==> config.mk <==
export PLATFORM = sky130hd
export DESIGN_NAME = rx_trigger_fifo
export DESIGN_NICKNAME = d
export VERILOG_FILES = /design/src/rtl/rxq_pkg.sv /design/src/rtl/rxq_store.sv /design/src/rtl/rxq_ctrl.sv /design/src/rtl/rx_trigger_fifo.sv
export SDC_FILE = /design/constraint.sdc
export NUM_CORES = 1
export LEC_CHECK = 0
export BUFFER_PORTS_ARGS = -buffer_cell sky130_fd_sc_hd__buf_4
export CORE_UTILIZATION = 41
export DETAILED_ROUTE_END_ITERATION = 8
export GPL_TIMING_DRIVEN = 0
export PLACE_DENSITY_LB_ADDON = 0.2
export SLEW_MARGIN = 20
export SYNTH_ARGS = -nofsm -noshare
export SYNTH_HDL_FRONTEND = slang
export SYNTH_HIERARCHICAL = 1
export SYNTH_SLANG_ARGS = --single-unit
==> constraint.sdc <==
create_clock -name clk -period 4.5 [get_ports clk]
set_clock_uncertainty 0.2 [all_clocks]
set_input_delay 1.35 -clock clk [delete_from_list [all_inputs] [get_ports clk]]
set_output_delay 1.35 -clock clk [all_outputs]
set_load 0.01 [all_outputs]
==> src/rtl/rxq_pkg.sv <==
package rxq_pkg;

  // Strobes from control to storage for one cycle
  typedef struct packed {
    logic wrEn;       // store the incoming byte and advance the write pointer
    logic rdEn;       // advance the read pointer
    logic dropWrite;  // incoming byte discarded (queue full)
  } rxqStrobes_t;

endpackage

==> src/rtl/rxq_store.sv <==
module rxq_store
  import rxq_pkg::*;
#(
  parameter int DEPTH  = 8,
  parameter int DATA_W = 8,
  localparam int PTR_W = (DEPTH > 1) ? $clog2(DEPTH) : 1
) (
  input  logic              clk,
  input  logic              rstN,
  input  rxqStrobes_t       stb,
  input  logic [DATA_W-1:0] wrData,
  output logic [DATA_W-1:0] rdData
);

  localparam logic [PTR_W-1:0] LAST_IDX = PTR_W'(DEPTH - 1);

  logic [DATA_W-1:0] mem [DEPTH];
  logic [PTR_W-1:0]  wrPtr;
  logic [PTR_W-1:0]  rdPtr;

  function automatic logic [PTR_W-1:0] nextPtr(input logic [PTR_W-1:0] p);
    return (p == LAST_IDX) ? '0 : p + 1'b1;
  endfunction

  always_ff @(posedge clk or negedge rstN) begin
    if (!rstN) begin
      wrPtr <= '0;
      rdPtr <= '0;
    end else begin
      if (stb.wrEn) wrPtr <= nextPtr(wrPtr);
      if (stb.rdEn) rdPtr <= nextPtr(rdPtr);
    end
  end

  always_ff @(posedge clk) begin
    if (stb.wrEn) mem[wrPtr] <= wrData;
  end

  // First-word fall-through: the oldest entry is always presented
  assign rdData = mem[rdPtr];

  // A discarded byte must never also be written
  assert_drop_excl_R7: assert property (@(posedge clk) disable iff (!rstN)
    !(stb.wrEn && stb.dropWrite));

  // A write strobe moves the write pointer by exactly one slot
  assert_wr_advance_R2: assert property (@(posedge clk) disable iff (!rstN)
    stb.wrEn |=> wrPtr != $past(wrPtr) || DEPTH == 1);

endmodule

==> src/rtl/rxq_ctrl.sv <==
module rxq_ctrl
  import rxq_pkg::*;
#(
  parameter int DEPTH = 8,
  localparam int CNT_W = $clog2(DEPTH + 1)
) (
  input  logic             clk,
  input  logic             rstN,
  input  logic             push,
  input  logic             pop,
  input  logic             ovfClear,
  input  logic             selHi,
  input  logic             selLo,
  output rxqStrobes_t      stb,
  output logic [CNT_W-1:0] fillCount,
  output logic             isEmpty,
  output logic             isFull,
  output logic             overflowFlag,
  output logic             rxReady
);

  localparam logic [CNT_W-1:0] FULL_CNT = CNT_W'(DEPTH);

  logic [CNT_W-1:0] countQ;
  logic             ovfQ;
  logic             rdOk;
  logic             wrOk;
  logic [1:0]       sel;
  logic [CNT_W-1:0] threshold;

  assign isEmpty = (countQ == '0);
  assign isFull  = (countQ == FULL_CNT);

  // A pop on an empty queue does nothing; a pop on a full queue frees the slot
  assign rdOk = pop && !isEmpty;
  assign wrOk = push && (!isFull || rdOk);

  always_comb begin
    stb           = '0;
    stb.wrEn      = wrOk;
    stb.rdEn      = rdOk;
    stb.dropWrite = push && !wrOk;
  end

  always_ff @(posedge clk or negedge rstN) begin
    if (!rstN) begin
      countQ <= '0;
    end else begin
      unique case ({wrOk, rdOk})
        2'b10:   countQ <= countQ + 1'b1;
        2'b01:   countQ <= countQ - 1'b1;
        default: countQ <= countQ;
      endcase
    end
  end

  // Sticky overflow; a new discard wins over a clear in the same cycle
  always_ff @(posedge clk or negedge rstN) begin
    if (!rstN)              ovfQ <= 1'b0;
    else if (stb.dropWrite) ovfQ <= 1'b1;
    else if (ovfClear)      ovfQ <= 1'b0;
  end

  assign sel = {selHi, selLo};

  generate
    if (DEPTH == 16) begin : g_thr16
      always_comb begin
        unique case (sel)
          2'b00:   threshold = CNT_W'(1);
          2'b01:   threshold = CNT_W'(6);
          2'b10:   threshold = CNT_W'(12);
          default: threshold = CNT_W'(16);
        endcase
      end
    end else if (DEPTH == 8) begin : g_thr8
      always_comb begin
        unique case (sel)
          2'b00:   threshold = CNT_W'(1);
          2'b01:   threshold = CNT_W'(3);
          2'b10:   threshold = CNT_W'(6);
          default: threshold = CNT_W'(8);
        endcase
      end
    end else begin : g_thrScaled
      always_comb begin
        unique case (sel)
          2'b00:   threshold = CNT_W'(1);
          2'b01:   threshold = CNT_W'((DEPTH > 3) ? DEPTH / 4 : 1);
          2'b10:   threshold = CNT_W'((DEPTH > 1) ? DEPTH / 2 : 1);
          default: threshold = FULL_CNT;
        endcase
      end
    end
  endgenerate

  assign rxReady      = (countQ >= threshold);
  assign fillCount    = countQ;
  assign overflowFlag = ovfQ;

  assert_count_bound_R3: assert property (@(posedge clk) disable iff (!rstN)
    fillCount <= FULL_CNT);

  assert_full_push_drop_R7: assert property (@(posedge clk) disable iff (!rstN)
    (push && !pop && isFull) |=> ($stable(fillCount) && overflowFlag));

  assert_ovf_sticky_R8: assert property (@(posedge clk) disable iff (!rstN)
    (overflowFlag && !ovfClear) |=> overflowFlag);

  assert_push_pop_R9: assert property (@(posedge clk) disable iff (!rstN)
    (push && pop && !isEmpty) |=> $stable(fillCount));

  assert_empty_pop_R10: assert property (@(posedge clk) disable iff (!rstN)
    (pop && !push && isEmpty) |=> isEmpty);

  assert_top_sel_full_R6: assert property (@(posedge clk) disable iff (!rstN)
    (rxReady && selHi && selLo) |-> isFull);

endmodule

==> src/rtl/rx_trigger_fifo.sv <==
module rx_trigger_fifo
  import rxq_pkg::*;
#(
  parameter int DEPTH  = 8,
  parameter int DATA_W = 8,
  localparam int CNT_W = $clog2(DEPTH + 1)
) (
  input  logic              clk,
  input  logic              rstN,
  input  logic              rxPush,
  input  logic [DATA_W-1:0] rxData,
  input  logic              hostPop,
  output logic [DATA_W-1:0] hostData,
  input  logic              trigSelHi,
  input  logic              trigSelLo,
  input  logic              ovfClear,
  output logic [CNT_W-1:0]  fillCount,
  output logic              isEmpty,
  output logic              isFull,
  output logic              overflowFlag,
  output logic              rxReady
);

  rxqStrobes_t stb;

  rxq_ctrl #(.DEPTH(DEPTH)) i_ctrl (
    .clk          (clk),
    .rstN         (rstN),
    .push         (rxPush),
    .pop          (hostPop),
    .ovfClear     (ovfClear),
    .selHi        (trigSelHi),
    .selLo        (trigSelLo),
    .stb          (stb),
    .fillCount    (fillCount),
    .isEmpty      (isEmpty),
    .isFull       (isFull),
    .overflowFlag (overflowFlag),
    .rxReady      (rxReady)
  );

  rxq_store #(.DEPTH(DEPTH), .DATA_W(DATA_W)) i_store (
    .clk    (clk),
    .rstN   (rstN),
    .stb    (stb),
    .wrData (rxData),
    .rdData (hostData)
  );

endmodule

-- Word level (Yosys, flattened, before mapping)
Memories as Yosys holds them, arrays and structs flattened.
Cells that the tools add are included.
Widths: inputs -> output; s select.
- memory bits (writable): 64
- memories: 1
- output and inout port bits: 16
- register bits: 11
- memory list (name ; depth ; width ; read ports ; clocked after memory_dff ; write ports ; line ; source):
    i_store.mem ; 8 ; 8 ; 1 ; 0 ; 1 ; rxq_store.sv:17 ; logic [DATA_W-1:0] mem [DEPTH];
- equality and inequality tests: 7
- multiplexer cells: 8
- order comparisons: 1
- reductions and logical operators: 11
- $add $sub $neg: 4
- operators with widths (operator ; number):
    $pmux 4 s3 ; 1
    $pmux 4 s2 ; 1
    $add 3x1->3 const B ; 2
    $eq 3x3->1 const B ; 2
    $mux 3 ; 2
    $add 4x1->4 const B ; 1
    $eq 2x1->1 const B ; 2
    $eq 2x2->1 const B ; 2
    $eq 4x4->1 const B ; 1
    $ge 4x4->1 ; 1
    $logic_not 4->1 ; 1
    $mux 1 ; 4
    $reduce_bool 2->1 ; 2
    $sub 4x1->4 const B ; 1
    $logic_and 1x1->1 ; 3
    $logic_not 1->1 ; 3
    $logic_not 2->1 ; 1
    $logic_or 1x1->1 ; 1

-- Longest topological paths before layout
Gate-level depths: netlist of the first run.
- depth after elaboration: 8
- depth in mapped cells: 9

-- Hierarchy
The synthesis of the first run kept the hierarchy.
- by module, submodules not included (module ; cells an instance ; area each (µm²) ; sequential area each (µm²) ; instances):
    rxq_store ; 126 ; 2815.2 ; 2072.0 ; 1
    rxq_ctrl ; 57 ; 549.3 ; 125.1 ; 1

-- Worst setup path after synthesis of the first run
No wires, ideal clock.
- kind: in2out
- start: input port trigSelLo
- end: output port rxReady
- stages: 6
- required time: 2.950 ns
- slack: 0.551 ns
- data arrival time: 2.399 ns
- path through: inv_1 -> ha_1 -> ha_1 -> a21o_1 -> a21o_1 -> a21o_1
- longest elaborated chain between the ends: 3
- elaborated cells between the ends (all ways): 5
- ends and longest elaborated chain (what ; line ; source):
    start, declared ; rx_trigger_fifo.sv:15 ; input logic trigSelLo,
    $eq 2x2->1, or another cell as far along ; rxq_ctrl.sv:78 ; unique case (sel)
    $pmux 4 s3 (*) ; rxq_ctrl.sv:78 ;
    $ge 4x4->1 (*) ; rxq_ctrl.sv:97 ; assign rxReady = (countQ >= threshold);
    end, declared ; rx_trigger_fifo.sv:21 ; output logic rxReady
Mark *: on every way between the ends. The rest lies on a longest branch, timed or not.

-- Worst setup path after layout of the first run
- start: input port trigSelHi
- end: output port rxReady
- longest elaborated chain between the ends: 3
- elaborated cells between the ends (all ways): 5
- ends and longest elaborated chain (what ; line ; source):
    start, declared ; rx_trigger_fifo.sv:14 ; input logic trigSelHi,
    $eq 2x2->1, or another cell as far along ; rxq_ctrl.sv:78 ;
    $pmux 4 s3 (*) ; rxq_ctrl.sv:78 ;
    $ge 4x4->1 (*) ; rxq_ctrl.sv:97 ;
Marked as above.

==> results.yml, run 1 <==
outcome:
  status: "finished clean"
drt:
  vias_per_cell: 5.04
  drc: 0
  final_antenna_net_count: 0
  drtIter0Drc: 87
  vias: 1668
  dr.pass1.iters: 4
  wl_per_cell_microns: 17.1
  routed_wl_microns: 5650
sta:
  holdWs_ps: 293
  tns_ps: 0
  fmax_ghz: 0.237
  period_share_pct: 93.7
  slew_violations: 0
  rsz0062_at_grt: "false"
  min_period_ps: 4210
  setup_viol: 0
  relSlewSlack_pct: 39.9
  finalHoldViolations: 0
  max_slew.worst_pin.slew_ps: 899
logic_synthesis:
  synth_warnings: 6
  syn_avg_cell_area_sq_um: 18.4
  netlist-cell-type-count: 36
  ys_ff_latch: 75
  netlist_instances: 183
  ys_seq_area_share_pct: 65.3
  syn_nets: 211
  syn_area_sq_um: 3360
floorplanning:
  io_pins: 31
  die_w_microns: 92.6
  dieArea_sq_um: 8570
  placementRows: 32
  coreArea_sq_um: 7850
  start_util_pct: 42.9
  die_h_microns: 92.6
setup_path:
  critPathCaptureType: "output pin"
  crit_family: "adder cells"
  cp.depth: 7
  cp_slowest_cell: "ha_1"
  crit_path_max_incr_delay_ps: 280
  crit_path_start: "trigSelHi"
  critPathMaxFanout: 3
  cp_common_cell: "a21o_1"
  crit_path_start_kind: "input pin"
  ff2ff_setup_slack_ps: 1680
  reg2reg_from: "i_ctrl/fillCount[1]"
  cp.required_ps: 2950
  crit_arrival_ps: 2660
  critical_path_class: "input pin to output pin"
  path_cells: "buf_4 > ha_1 > ha_1 > a21o_1 > a21o_1 > a21o_1 > buf_4"
  r2r_cells: 9
  cp.buffers_inverters: 2
  reg2reg_to: "i_ctrl/fillCount[3]"
  critPathCapture: "rxReady"
placement:
  routabilityCongestion: 0.681
  io_buffers: 29
  dp_hpwl_microns: 3730
finish:
  final_cell_mix: "edfxtp_1, buf_4, ha_1"
  area_growth_pct: 16.3
  n_antenna_cell: 0
  mostFrequentLayoutCell: "edfxtp_1"
  fillers: 688
  multiInputGateArea_sq_um: 1070
  drive_gt1_share_pct: 34.9
  nets: 252
  seq_area_sq_um: 2200
job:
  drv_cap: 0
clocking:
  cts_max_level: 3
  cts.sinks: 75
  cts_tree: "built"
  clk_path_buf_depth: 2
  postCtsHoldBufs: 0
  clock_latency_ps: 340
  cts_setup_buffers: 0
  path_clk_slew_ps: 70
  cts_resized: 0
  numCtsBuffers: 9
  clockRootBuffer: "clkbuf_8"
power:
  leakagePower_uw: 0.00151
  fin_total_pwr_uw: 2420
  irDropWorstVdd_uv: 230
  power_density_nw_per_um2: 617
grt:
  grt_pass1_vias: 1694
  grt_pass1_wl_microns: 9270
  antenna_found_initial: 0
  grt_max_degree: 13
  overflow: 0
  track_usage_pct: 15.2
min_path:
  min_path_type: "flip-flop to flip-flop"
==> cell type report <==
cell class / instances / area share, %
Buffer: 8 / 1.70
Clock buffer: 10 / 3.26
Clock inverter: 6 / 1.44
Inverter: 10 / 0.960
Multi-Input combinational cell: 90 / 27.4
Sequential cell: 75 / 56.2
Tap cell: 102 / 3.26
Timing Repair Buffer: 30 / 5.76
==> Yosys cell counts <==
| cell | n | area share, % |
|---|---|---|
| fa_1 | 1 | 0.60 |
| nand2_1 | 3 | 0.33 |
| buf_6 | 1 | 0.33 |
| buf_2 | 1 | 0.15 |
| edfxtp_1 | 64 | 57 |
| mux2i_1 | 2 | 0.60 |
| xnor2_1 | 2 | 0.52 |
| nor2_1 | 9 | 1.0 |
| xor2_1 | 1 | 0.26 |
| buf_12 | 1 | 0.60 |
| a211o_1 | 1 | 0.26 |
| dfrtp_1 | 11 | 8.2 |
| or3_4 | 1 | 0.33 |
| inv_1 | 10 | 1.1 |
| ha_1 | 12 | 4.5 |
| nand3b_1 | 2 | 0.45 |
| clkbuf_1 | 2 | 0.22 |
| nand2b_1 | 4 | 0.74 |
| buf_4 | 3 | 0.67 |
| and2_1 | 1 | 0.19 |
| o22ai_2 | 1 | 0.37 |
| a21boi_0 | 1 | 0.22 |
| nor3_1 | 3 | 0.45 |
| or2_2 | 2 | 0.37 |
| or3_1 | 1 | 0.19 |
| o21ai_0 | 2 | 0.30 |
| mux2_4 | 9 | 4.0 |
| nand3_1 | 2 | 0.30 |
| mux2_2 | 6 | 2.0 |
| a21o_1 | 4 | 0.89 |
| mux4_1 | 8 | 6.2 |
| a21oi_1 | 1 | 0.15 |
| mux4_2 | 8 | 5.4 |
| and3_1 | 1 | 0.19 |
| nor2b_1 | 1 | 0.19 |
| a31oi_4 | 1 | 0.63 |
==> worst register-to-register path, delay by kind of cell, from the launching register on <==
kind	cells	cell delay, ps
AOI/OAI and AO/OA	2	410
adders and majority gates	1	300
buffers and inverters	1	60
DFF	1	460
muxes	1	340
and+or+nand+nor	4	1010
==> cells by family (layout without fill, tap and decap cells) <==
kind of cell    count (synthesis)  in the layout  share of synthesized area (%)
flops                          75             75                           65.3
mux                            33             33                           18.2
simple gates                   30             30                           4.72
buf+inv                        18             64                           3.09
fa+ha+maj                      13             13                           5.06
compound gates                 11             11                           2.83
xor+xnor                        3              3                          0.781
==> power breakdown <==
| part | switching (uW) | total (uW) | internal (uW) |
|---|---|---|---|
| logic | 420 | 956 | 536 |
| registers | 82.6 | 977 | 894 |
| clock network | 231 | 482 | 251 |
==> layer usage <==
layer | track usage, % | share of wire [%] | wire length [microns]
met5 | 0 | 0 | 0
met4 | 4.95 | 0.90 | 51
met3 | 5.75 | 4.1 | 232
met2 | 23.6 | 49 | 2770
met1 | 19.7 | 46 | 2600
==> per-stage QoR <==
step	util, %	std cells	area (sq um)	worst slack, ps
floorplan	-	183	3360	551
global placement	47.3	314	3710	287
detailed placement	47.5	315	3730	279
CTS	49.8	331	3910	279
global route	49.8	331	3910	219
finish	49.8	331	3910	286
==> worst min path at each step <==
| stage | startpoint | to | cells after the start |
|---|---|---|---|
| 6_report | i_ctrl/overflowFlag | i_ctrl/overflowFlag | 1 |
| 5_1_grt | i_ctrl/overflowFlag | i_ctrl/overflowFlag | 1 |
| 2_1_floorplan | i_ctrl/overflowFlag | i_ctrl/overflowFlag | 1 |
| 3_5_place_dp | i_ctrl/overflowFlag | i_ctrl/overflowFlag | 1 |
| 4_1_cts | i_ctrl/overflowFlag | i_ctrl/overflowFlag | 1 |
| 3_3_place_gp | i_ctrl/overflowFlag | i_ctrl/overflowFlag | 1 |
==> sequential cells by signal (all words and copies together), names as in the netlist <==
register / count
i_ctrl/fillCount: 4
i_ctrl/overflowFlag: 1
i_store/mem: 64
i_store/rdPtr: 3
i_store/wrPtr: 3
Power figures use the tool's default switching activity.
==> run 2: changes to the inputs <==
--- a/config.mk
+++ b/config.mk
@@ -10,6 +10,7 @@
 export DETAILED_ROUTE_END_ITERATION = 8
 export GPL_TIMING_DRIVEN = 0
 export PLACE_DENSITY_LB_ADDON = 0.2
+export RECOVER_POWER = 100
 export SLEW_MARGIN = 20
 export SYNTH_ARGS = -nofsm -noshare
 export SYNTH_HDL_FRONTEND = slang
==> run 2 against run 1 <==
Compared with the run above: the run now ends with capacitance limit left; sequential cell count unchanged; critical path depth unchanged; design area shrank 3.4%; wire length fell by 0.12%; first-iteration DRC count up 36%; worst setup slack improved by 17 ps; largest cell class unchanged.
==> results.yml, run 2 (synthesis results as in run 1) <==
min_path:
  hold_depth: 1
  min_path_type: "flip-flop to flip-flop"
grt:
  antenna_found_initial: 0
  grt_pass1_wl_microns: 9270
  grt_max_degree: 13
  grt_pass1_vias: 1694
  track_usage_pct: 15.2
  overflow: 0
drt:
  routed_wl_microns: 5650
  dr.pass1.iters: 4
  wl_per_cell_microns: 17.1
  drc: 0
  final_antenna_net_count: 0
  vias: 1665
  vias_per_cell: 5.03
  drtIter0Drc: 118
setup_path:
  path_cells: "buf_4 > ha_1 > ha_1 > a21o_1 > a21o_1 > a21o_1 > clkbuf_1"
  critPathCaptureType: "output pin"
  crit_path_max_incr_delay_ps: 280
  cp_slowest_cell: "ha_1"
  cp.required_ps: 2950
  crit_path_start_kind: "input pin"
  r2r_cells: 5
  crit_family: "adder cells"
  critPathMaxFanout: 3
  cp.buffers_inverters: 2
  ff2ff_setup_slack_ps: 1510
  critical_path_class: "input pin to output pin"
  cp.depth: 7
  crit_arrival_ps: 2650
  cp_common_cell: "a21o_1"
floorplanning:
  die_w_microns: 92.6
  io_pins: 31
  start_util_pct: 42.9
  placementRows: 32
  dieArea_sq_um: 8570
  die_h_microns: 92.6
  coreArea_sq_um: 7850
placement:
  dp_hpwl_microns: 3730
  routabilityCongestion: 0.681
  io_buffers: 29
  dp_slack_ps: 279
sta:
  rsz0062_at_grt: "false"
  finalHoldViolations: 0
  min_period_ps: 4200
  relSlewSlack_pct: 1.17
  setup_slack_ps: 303
  fmax_ghz: 0.238
  holdWs_ps: 288
  setup_viol: 0
  period_share_pct: 93.3
  slew_violations: 0
  tns_ps: 0
  max_slew.worst_pin.slew_ps: 1470
outcome:
  violations: "capacitance limit"
  status: "finished with violations"
clocking:
  clock_latency_ps: 340
  cts_setup_buffers: 0
  numCtsBuffers: 9
  cts_tree: "built"
  cts_max_level: 3
  postCtsHoldBufs: 0
  cts_resized: 0
  clk_path_buf_depth: 2
  path_clk_slew_ps: 70
  clockRootBuffer: "clkbuf_8"
  cts.sinks: 75
power:
  fin_total_pwr_uw: 2310
  power_density_nw_per_um2: 612
  leakagePower_uw: 0.00140
  irDropWorstVdd_uv: 230
finish:
  top_register: "i_store/mem"
  mostFrequentLayoutCell: "edfxtp_1"
  final_cell_mix: "edfxtp_1, clkbuf_1, buf_4"
  area_growth_pct: 12.3
  top_regs: "i_store/mem: 64 flops, i_ctrl/fillCount: 4 flops"
  n_antenna_cell: 0
  largest_register_ff_count: 64
  seq_area_sq_um: 2200
  nets: 252
  fillers: 717
  final_core_util_pct: 48.2
  drive_gt1_share_pct: 21.0
  multiInputGateArea_sq_um: 1020
job:
  drv_cap: 1
## run 2: cell types whose count changed in the layout (fill, tap and decap cells not counted), sizes merged
cell,change
buf,-21
clkbuf,+21
## run 2: worst paths after layout
kind,from,end
max,trigSelHi,rxReady
min,i_ctrl/overflowFlag,i_ctrl/overflowFlag
max reg2reg,i_ctrl/fillCount[3],i_store/mem[0][0]
min reg2reg,i_ctrl/overflowFlag,i_ctrl/overflowFlag
max in group asynchronous,rstN,i_ctrl/fillCount[2]
min in group asynchronous,rstN,i_ctrl/overflowFlag
## run 2: where the power goes
part           internal (uW)  switching (uW)
registers                895            77.9
logic                    447             412
clock network            251             232
total                   1590             721
## run 2: final cells by class
class	count	area share [%]
tap	102	3.38
timing repair buffer	30	4.17
clock buffer	10	3.38
buffer	8	1.52
inverter	10	0.993
clock inverter	6	1.49
multi-input combinational	90	26.9
sequential	75	58.1
## run 2: routing by layer
| layer | up-vias | GRT usage, % | wire, microns |
|---|---|---|---|
| met1 | 830 | 19.7 | 2630 |
| met2 | 34 | 23.6 | 2720 |
| met5 | - | 0 | 0 |
| met4 | 0 | 4.95 | 68 |
| li1 | 794 | - | - |
| met3 | 7 | 5.75 | 230 |
## run 2: per-stage QoR
| stage | instance area, sq um | std cells |
|---|---|---|
| 2_1_floorplan | 3360 | 183 |
| 3_3_place_gp | 3710 | 314 |
| 3_5_place_dp | 3730 | 315 |
| 4_1_cts | 3910 | 331 |
| 5_1_grt | 3780 | 331 |
| 6_report | 3780 | 331 |
## run 2: worst reg2reg max path: cells and delay by family, from the launching register on
family / cells / cell delay (ps)
and+or+nand+nor: 3 / 1480
DFF: 1 / 490
buffers and inverters: 1 / 250
AOI/OAI and AO/OA: 1 / 180
